### src/rtl/uart_tx_pkg.sv
package uart_tx_pkg;
  localparam int CHAR_W = 8;

  typedef enum logic [2:0] {
    ST_IDLE,
    ST_START,
    ST_DATA,
    ST_PARITY,
    ST_STOP,
    ST_BREAK
  } txState_t;

  // strobes issued by the control unit to the datapath
  typedef struct packed {
    logic loadChar;   // pop the queue head into the shifter
    logic shiftBit;   // advance to the next data bit
  } txStrobes_t;

  // datapath view returned to the control unit
  typedef struct packed {
    logic queueEmpty;
    logic lastDataBit;
    logic withParity;
    logic twoStop;
    logic dataBit;
    logic parityBit;
  } txFrameInfo_t;
endpackage

### src/rtl/uart_tx_datapath.sv
module uart_tx_datapath import uart_tx_pkg::*; #(
  parameter int DEPTH = 4
) (
  input  logic              clk,
  input  logic              rstN,
  input  logic [CHAR_W-1:0] wrData,
  input  logic              wrEn,
  input  logic              fifoEn,
  input  logic [1:0]        wordLenSel,
  input  logic              parityEn,
  input  logic              evenSel,
  input  logic              stickSel,
  input  logic              twoStop,
  input  txStrobes_t        strobes,
  output txFrameInfo_t      info,
  output logic              fifoFull,
  output logic              fifoEmpty
);
  localparam int PTR_W = (DEPTH > 1) ? $clog2(DEPTH) : 1;
  localparam int CNT_W = $clog2(DEPTH + 1);

  logic [CHAR_W-1:0] mem [DEPTH];
  logic [PTR_W-1:0]  wrPtr, rdPtr;
  logic [CNT_W-1:0]  count;
  logic [CNT_W-1:0]  capacity;
  logic              doWrite, doPop;

  function automatic logic [PTR_W-1:0] bump(input logic [PTR_W-1:0] p);
    return (p == PTR_W'(DEPTH - 1)) ? '0 : p + 1'b1;
  endfunction

  assign capacity  = fifoEn ? CNT_W'(DEPTH) : CNT_W'(1);
  assign fifoFull  = (count >= capacity);
  assign fifoEmpty = (count == '0);
  assign doWrite   = wrEn && !fifoFull;
  assign doPop     = strobes.loadChar && !fifoEmpty;

  always_ff @(posedge clk) begin
    if (doWrite) mem[wrPtr] <= wrData;
  end

  always_ff @(posedge clk or negedge rstN) begin
    if (!rstN) begin
      wrPtr <= '0;
      rdPtr <= '0;
      count <= '0;
    end else begin
      if (doWrite) wrPtr <= bump(wrPtr);
      if (doPop)   rdPtr <= bump(rdPtr);
      case ({doWrite, doPop})
        2'b10:   count <= count + 1'b1;
        2'b01:   count <= count - 1'b1;
        default: count <= count;
      endcase
    end
  end

  // frame capture at load time
  logic [CHAR_W-1:0] charMask, headChar;
  logic [3:0]        bitCount;
  logic              parityCalc;

  assign charMask   = {CHAR_W{1'b1}} >> (2'd3 - wordLenSel);
  assign headChar   = mem[rdPtr] & charMask;
  assign bitCount   = 4'd5 + {2'b00, wordLenSel};
  assign parityCalc = stickSel ? ~evenSel : (evenSel ? ^headChar : ~^headChar);

  logic [CHAR_W-1:0] shiftQ;
  logic [3:0]        bitsLeft;
  logic              parBitQ, parEnQ, twoStopQ;

  always_ff @(posedge clk or negedge rstN) begin
    if (!rstN) begin
      shiftQ   <= '0;
      bitsLeft <= '0;
      parBitQ  <= 1'b0;
      parEnQ   <= 1'b0;
      twoStopQ <= 1'b0;
    end else if (doPop) begin
      shiftQ   <= headChar;
      bitsLeft <= bitCount;
      parBitQ  <= parityCalc;
      parEnQ   <= parityEn;
      twoStopQ <= twoStop;
    end else if (strobes.shiftBit) begin
      shiftQ   <= shiftQ >> 1;
      bitsLeft <= bitsLeft - 1'b1;
    end
  end

  assign info.queueEmpty  = fifoEmpty;
  assign info.lastDataBit = (bitsLeft == 4'd1);
  assign info.withParity  = parEnQ;
  assign info.twoStop     = twoStopQ;
  assign info.dataBit     = shiftQ[0];
  assign info.parityBit   = parBitQ;

  AST_NO_OVERFLOW: assert property (@(posedge clk) disable iff (!rstN)
    count <= CNT_W'(DEPTH));
  AST_NO_UNDERFLOW: assert property (@(posedge clk) disable iff (!rstN)
    strobes.loadChar |-> !fifoEmpty);
  AST_FULL_WRITE_DROP: assert property (@(posedge clk) disable iff (!rstN)
    (wrEn && fifoFull && !strobes.loadChar) |=> $stable(count));
endmodule

### src/rtl/uart_tx_ctrl.sv
module uart_tx_ctrl import uart_tx_pkg::*; #(
  parameter int TICKS_PER_BIT = 16
) (
  input  logic         clk,
  input  logic         rstN,
  input  logic         tick,
  input  logic         txEnable,
  input  logic         ctsFlowEn,
  input  logic         ctsActive,
  input  logic         breakReq,
  input  txFrameInfo_t info,
  output txStrobes_t   strobes,
  output logic         txLine,
  output logic         frameActive
);
  localparam int TCNT_W = (TICKS_PER_BIT > 1) ? $clog2(TICKS_PER_BIT) : 1;

  txState_t          curState, nextState;
  logic [TCNT_W-1:0] tickCnt;
  logic              secondStop;
  logic              inFrame, bitEnd, clearToSend, canStart;

  assign inFrame     = curState inside {ST_START, ST_DATA, ST_PARITY, ST_STOP};
  assign bitEnd      = inFrame && tick && (tickCnt == TCNT_W'(TICKS_PER_BIT - 1));
  assign clearToSend = !ctsFlowEn || ctsActive;
  assign canStart    = txEnable && clearToSend && !info.queueEmpty;

  always_comb begin
    nextState = curState;
    strobes   = '0;
    case (curState)
      ST_IDLE: begin
        if (breakReq) begin
          nextState = ST_BREAK;
        end else if (canStart) begin
          nextState        = ST_START;
          strobes.loadChar = 1'b1;
        end
      end
      ST_START:  if (bitEnd) nextState = ST_DATA;
      ST_DATA: begin
        if (bitEnd) begin
          strobes.shiftBit = 1'b1;
          if (info.lastDataBit) nextState = info.withParity ? ST_PARITY : ST_STOP;
        end
      end
      ST_PARITY: if (bitEnd) nextState = ST_STOP;
      ST_STOP:   if (bitEnd && (!info.twoStop || secondStop)) nextState = ST_IDLE;
      ST_BREAK:  if (!breakReq) nextState = ST_IDLE;
      default:   nextState = ST_IDLE;
    endcase
  end

  always_ff @(posedge clk or negedge rstN) begin
    if (!rstN) begin
      curState   <= ST_IDLE;
      tickCnt    <= '0;
      secondStop <= 1'b0;
    end else begin
      curState <= nextState;
      if (strobes.loadChar || bitEnd) tickCnt <= '0;
      else if (inFrame && tick)       tickCnt <= tickCnt + 1'b1;
      if (strobes.loadChar)                     secondStop <= 1'b0;
      else if (curState == ST_STOP && bitEnd)   secondStop <= 1'b1;
    end
  end

  always_comb begin
    case (curState)
      ST_START:  txLine = 1'b0;
      ST_DATA:   txLine = info.dataBit;
      ST_PARITY: txLine = info.parityBit;
      ST_BREAK:  txLine = 1'b0;
      default:   txLine = 1'b1;
    endcase
  end

  assign frameActive = inFrame;

  AST_TICK_HOLD: assert property (@(posedge clk) disable iff (!rstN)
    (inFrame && !tick) |=> $stable(curState));
  AST_START_ENABLED: assert property (@(posedge clk) disable iff (!rstN)
    (curState == ST_IDLE && !txEnable) |=> curState != ST_START);
  AST_START_CTS: assert property (@(posedge clk) disable iff (!rstN)
    (curState == ST_IDLE && ctsFlowEn && !ctsActive) |=> curState != ST_START);
  AST_BREAK_AFTER_CHAR: assert property (@(posedge clk) disable iff (!rstN)
    (curState inside {ST_START, ST_DATA, ST_PARITY}) |=> curState != ST_BREAK);
endmodule

### src/rtl/uart_tx_core.sv
module uart_tx_core import uart_tx_pkg::*; #(
  parameter int DEPTH         = 4,
  parameter int TICKS_PER_BIT = 16
) (
  input  logic       clk,
  input  logic       rstN,
  input  logic [7:0] wrData,
  input  logic       wrEn,
  input  logic       fifoEn,
  input  logic [1:0] wordLenSel,
  input  logic       parityEn,
  input  logic       evenSel,
  input  logic       stickSel,
  input  logic       twoStop,
  input  logic       breakReq,
  input  logic       txEnable,
  input  logic       ctsFlowEn,
  input  logic       ctsActive,
  input  logic       tick,
  output logic       txLine,
  output logic       fifoFull,
  output logic       fifoEmpty,
  output logic       busy
);
  txStrobes_t   strobes;
  txFrameInfo_t info;
  logic         frameActive;

  uart_tx_datapath #(.DEPTH(DEPTH)) i_datapath (
    .clk(clk), .rstN(rstN), .wrData(wrData), .wrEn(wrEn), .fifoEn(fifoEn),
    .wordLenSel(wordLenSel), .parityEn(parityEn), .evenSel(evenSel),
    .stickSel(stickSel), .twoStop(twoStop), .strobes(strobes), .info(info),
    .fifoFull(fifoFull), .fifoEmpty(fifoEmpty)
  );

  uart_tx_ctrl #(.TICKS_PER_BIT(TICKS_PER_BIT)) i_ctrl (
    .clk(clk), .rstN(rstN), .tick(tick), .txEnable(txEnable),
    .ctsFlowEn(ctsFlowEn), .ctsActive(ctsActive), .breakReq(breakReq),
    .info(info), .strobes(strobes), .txLine(txLine), .frameActive(frameActive)
  );

  assign busy = !fifoEmpty || frameActive;
endmodule

### config.mk
export PLATFORM = sky130hd
export DESIGN_NAME = uart_tx_core
export DESIGN_NICKNAME = d
export VERILOG_FILES = /design/src/rtl/uart_tx_pkg.sv /design/src/rtl/uart_tx_datapath.sv /design/src/rtl/uart_tx_ctrl.sv /design/src/rtl/uart_tx_core.sv
export SDC_FILE = /design/constraint.sdc
export NUM_CORES = 1
export LEC_CHECK = 0
export CORE_MARGIN = 4
export CORE_UTILIZATION = 30
export CTS_CLUSTER_DIAMETER = 50
export DETAILED_ROUTE_END_ITERATION = 7
export DONT_BUFFER_PORTS = 1
export PLACE_DENSITY = 0.42
export SLEW_MARGIN = 20
export SYNTH_ARGS = -nofsm -noshare
export SYNTH_HDL_FRONTEND = slang
export SYNTH_SLANG_ARGS = --single-unit
### constraint.sdc
create_clock -name clk -period 3.6 [get_ports clk]
set_input_delay 0.54 -clock clk [delete_from_list [all_inputs] [get_ports clk]]
set_output_delay 0.54 -clock clk [all_outputs]
set_load 0.005 [all_outputs]
==> tab_implementation.tex <==
\begin{tabular}{lr}
\hline
Metric & Value \\
\hline
\multicolumn{2}{l}{\textbf{Status}} \\
Outcome & completed \\
\multicolumn{2}{l}{\textbf{STA}} \\
Final count of pins violating max slew & 0 \\
Final cycle utilization of the critical path & 75.83\% \\
Number of setup violations in the final report & 0 \\
Final min period & roughly 2.7 ns \\
Final TNS setup & 0 ns \\
Final number of hold-violating endpoints & 0 \\
Top achievable clock speed & around 370 MHz \\
Transition time at the pin with the least slew margin & 0.7287 ns \\
Clk\_skew & approximately 0.0092 ns \\
Max-slew headroom at the worst pin & between 50\% and 60\% \\
Unrepaired setup endpoints after global routing & false \\
\multicolumn{2}{l}{\textbf{Critical path}} \\
Cell with the biggest individual delay on the critical path & inv\_1 \\
Endpoint kind of the worst setup timing path & flip-flop \\
Setup CP Type & reg2reg \\
Maximum single-stage delay on the critical path & around 0.55 ns \\
Crit path arrival time & roughly 3.0 ns \\
Setup slack, reg-to-reg & 0.87 ns \\
Setup crit start & i\_ctrl.curState[1] \\
Highest fanout seen on the critical path & 25 \\
Capture point of the worst reg-to-reg path & i\_datapath.count[2] \\
Cell breakdown of the critical path & nor4\_1 > nand2b\_1 > inv\_1 > ha\_1 > inv\_1 > fa\_1 > xor2\_1 > nor2\_1 > xor2\_1 \\
Critical path data required time & a little under 4 ns \\
Reg2Reg Depth & 9 \\
Type of origin of the critical path & flip-flop \\
Beginning of the worst register-to-register path & i\_ctrl.curState[1] \\
\multicolumn{2}{l}{\textbf{Pwr}} \\
Max VDD drop & roughly 0.00024 V \\
Power density cells & 763.4 mW/mm² \\
Power, Total & around 2.6 mW \\
Leak & roughly 1.4 nW \\
\multicolumn{2}{l}{\textbf{Clocking}} \\
CTS tree & done \\
Clock sink count & 62 \\
H-Tree Depth & 3 \\
Clock insertion delay at the later pin of the skew report & approximately 0.35 ns \\
\# resized after CTS & 0 \\
Post-CTS clock slew at the launch and capture registers of the worst setup and hold paths & $\sim$0.07 ns \\
CTS Buf Count & 9 \\
Clock buffer depth & 2 \\
Post-CTS setup-driven buffer insertion count & 0 \\
Clock root buffer & clkbuf\_8 \\
\multicolumn{2}{l}{\textbf{Synthesis}} \\
Syn Inst Count & around 250 \\
Post-synth design cell area & just over 0.003 mm² \\
Synthesized area per cell & roughly 12 µm² \\
Post-synth net total & 283 \\
Share of flip-flops with an asynchronous set or reset after synthesis & between 40\% and 50\% \\
Netlist cell types & between 40 and 50 \\
EDFF count, synth & 32 \\
Portion of the post-synthesis area used by sequential elements & 56.51\% \\
Register bit total from synthesis & 62 \\
Warning count from the yosys run & 0 \\
Dominant synthesized flop cell & edfxtp\_1 \\
\multicolumn{2}{l}{\textbf{Worst hold path}} \\
Hold Crit Class & in2async \\
\multicolumn{2}{l}{\textbf{Die}} \\
Die H & approximately 110 µm \\
Die X & about 110 µm \\
I/O pin cnt & 27 \\
Starting density of the core & between 30\% and 40\% \\
Cell row count & 36 \\
Core ar. & 0.009819 mm² \\
Die Footprint & about 0.012 mm² \\
\multicolumn{2}{l}{\textbf{Global routing}} \\
First-pass GRT wire length & roughly 9500 µm \\
Vias in the first global route & about 1800 \\
GRT Util Overall & around 11\% \\
Initial antenna violation count & 0 \\
Leftover overflow at the end of global routing & 0 \\
Pin count of the biggest net entering global routing & 31 \\
\multicolumn{2}{l}{\textbf{Route}} \\
Post-route DRC & 0 \\
Number of vias per cell after detailed routing & roughly 4.6 \\
Uppermost metal layer occupied by signal nets & met4 \\
Drt initial violations & 60 \\
Number of routed nets with antenna violations & 0 \\
Met1 WL & 2752 µm \\
Routed wire length & 5828 µm \\
Routed vias & around 1800 \\
Initial DRT Pass Iterations & 4 \\
Routed wl met3 & approximately 300 µm \\
Met2 routed WL & 2697 µm \\
Avg WL per Cell & $\sim$15 µm \\
\multicolumn{2}{l}{\textbf{Cells and area}} \\
Final instance count without filler cells & 387 \\
Ant diodes & 0 \\
Nets & between 200 and 300 \\
Post-layout util & about 34\% \\
Fraction of final layout cells sized beyond drive strength 1 & 12.20\% \\
Growth of design area from synthesis to finish & 10.53\% \\
\multicolumn{2}{l}{\textbf{Placement}} \\
Total placed cells including tap cells & 370 \\
Final HPWL from detailed placement & around 4000 µm \\
Port Buf Inserts & 0 \\
Routability cong. & just over 0.7 \\
\multicolumn{2}{l}{\textbf{Run}} \\
Count of maximum capacitance violations & 0 \\
\hline
\end{tabular}
## cell usage after synthesis, types with 5 or more instances
cell type / count / area share [%]
nand2b_1: 5 / 1.0
ha_1: 13 / 5.4
a21oi_1: 11 / 1.8
nand2_1: 29 / 3.6
nand3_1: 6 / 0.99
and3_1: 5 / 1.0
dfrtp_1: 30 / 25
edfxtp_1: 32 / 32
xnor2_1: 10 / 2.9
clkbuf_1: 5 / 0.62
inv_1: 18 / 2.2
mux2i_1: 6 / 2.0
nor2_1: 10 / 1.2
nor3_1: 5 / 0.83
o21ai_0: 18 / 3.0
## worst max-delay path by stage
stage | endpoint | slack [ns] | cells after the start
floorplan | i_datapath.count[2] | 1.02 | 11
global placement | i_datapath.count[2] | 0.82 | 9
detailed placement | i_datapath.count[2] | 0.79 | 10
CTS | i_datapath.count[2] | 0.80 | 10
global route | i_datapath.count[2] | 0.58 | 10
finish | i_datapath.count[2] | 0.87 | 9
## worst max-delay path: cells and delay by family, from the launching register on
kind          cells  cell delay, ns
buf+inv           2            0.62
xor+xnor          2            0.30
flops             1            0.51
fa+ha+maj         2            0.74
simple gates      3            0.49
## final cells by class
class	instances	area (µm²)
Clock buffer	9	123.9
Clock inverter	7	58.81
Fill cell	1025	6471
Inverter	18	67.56
Multi-Input combinational cell	156	1192
Sequential cell	62	1712
Tap cell	133	166.4
Timing Repair Buffer	2	27.53
## metal layers
metal	global-route usage [%]	vias up
li1	-	883
met1	13.94	843
met2	16.90	30
met3	4.657	6
met4	4.869	0
met5	0	-
## report_power, final
| part | total [mW] | internal [mW] | switching (mW) | leakage, nW |
|---|---|---|---|---|
| combinational | 0.850 | 0.440 | 0.410 | 0.607 |
| clock | 0.557 | 0.256 | 0.301 | 0.0860 |
| sequential | 1.15 | 0.960 | 0.189 | 0.666 |
## stage by stage
stage	hold slack (ns)	setup WS [ns]	cell area [µm²]
6_report	0.01163	0.8703	3348
5_1_grt	0.001388	0.5839	3348
4_1_cts	0.005321	0.8023	3348
3_5_place_dp	0.2454	0.7854	3146
3_3_place_gp	0.2453	0.8229	3146
2_1_floorplan	0.2444	1.024	3029
## flip-flops by register name, summed over array words and instances (netlist names)
name and flops:
i_datapath.rdPtr 2, i_datapath.bitsLeft 4, i_datapath.wrPtr 2, i_ctrl.secondStop 1, i_ctrl.tickCnt 4, i_datapath.count 3, i_ctrl.curState 3, i_datapath.mem 32
i_datapath.shiftQ 8, i_datapath.parBitQ 1, i_datapath.parEnQ 1, i_datapath.twoStopQ 1
## cell families after synthesis
| kind of cell | Yosys count | share of synthesized area, % |
|---|---|---|
| XOR/XNOR | 15 | 5.287 |
| multiplexers | 18 | 9.913 |
| buffers and inverters | 28 | 4.130 |
| adder cells (fa/ha/maj) | 14 | 6.031 |
| AO/OA/AOI/OAI | 35 | 6.403 |
| AND/OR/NAND/NOR | 74 | 11.73 |
| flip-flops | 62 | 56.51 |
## what timing repair did
item	CTS	global route
endpoints found under the hold margin	30	0
hold buffers	1	0
setup endpoints to repair	0	0
## placed cells by master, fill, tap and decap left out, types with 2 or more instances in the layout
master | Yosys | layout
a21oi_1 | 11 | 11
and2_1 | 2 | 2
and3_1 | 5 | 5
clkbuf_8 | 1 | 9
clkinv_4 | 0 | 4
clkinvlp_4 | 0 | 2
dfrtp_1 | 30 | 30
edfxtp_1 | 32 | 32
ha_1 | 13 | 13
inv_1 | 18 | 18
mux2_2 | 4 | 4
mux2i_1 | 6 | 6
mux4_1 | 4 | 4
mux4_2 | 4 | 4
nand2_1 | 29 | 29
nand2b_1 | 5 | 5
nand3_1 | 6 | 6
nand4_1 | 3 | 3
nor2_1 | 10 | 10
nor3_1 | 5 | 5
nor4_1 | 2 | 2
o21ai_0 | 18 | 18
or3_1 | 2 | 2
xnor2_1 | 10 | 10
xnor2_2 | 2 | 2
xor2_1 | 2 | 2
(Power assumes the default switching activity.)
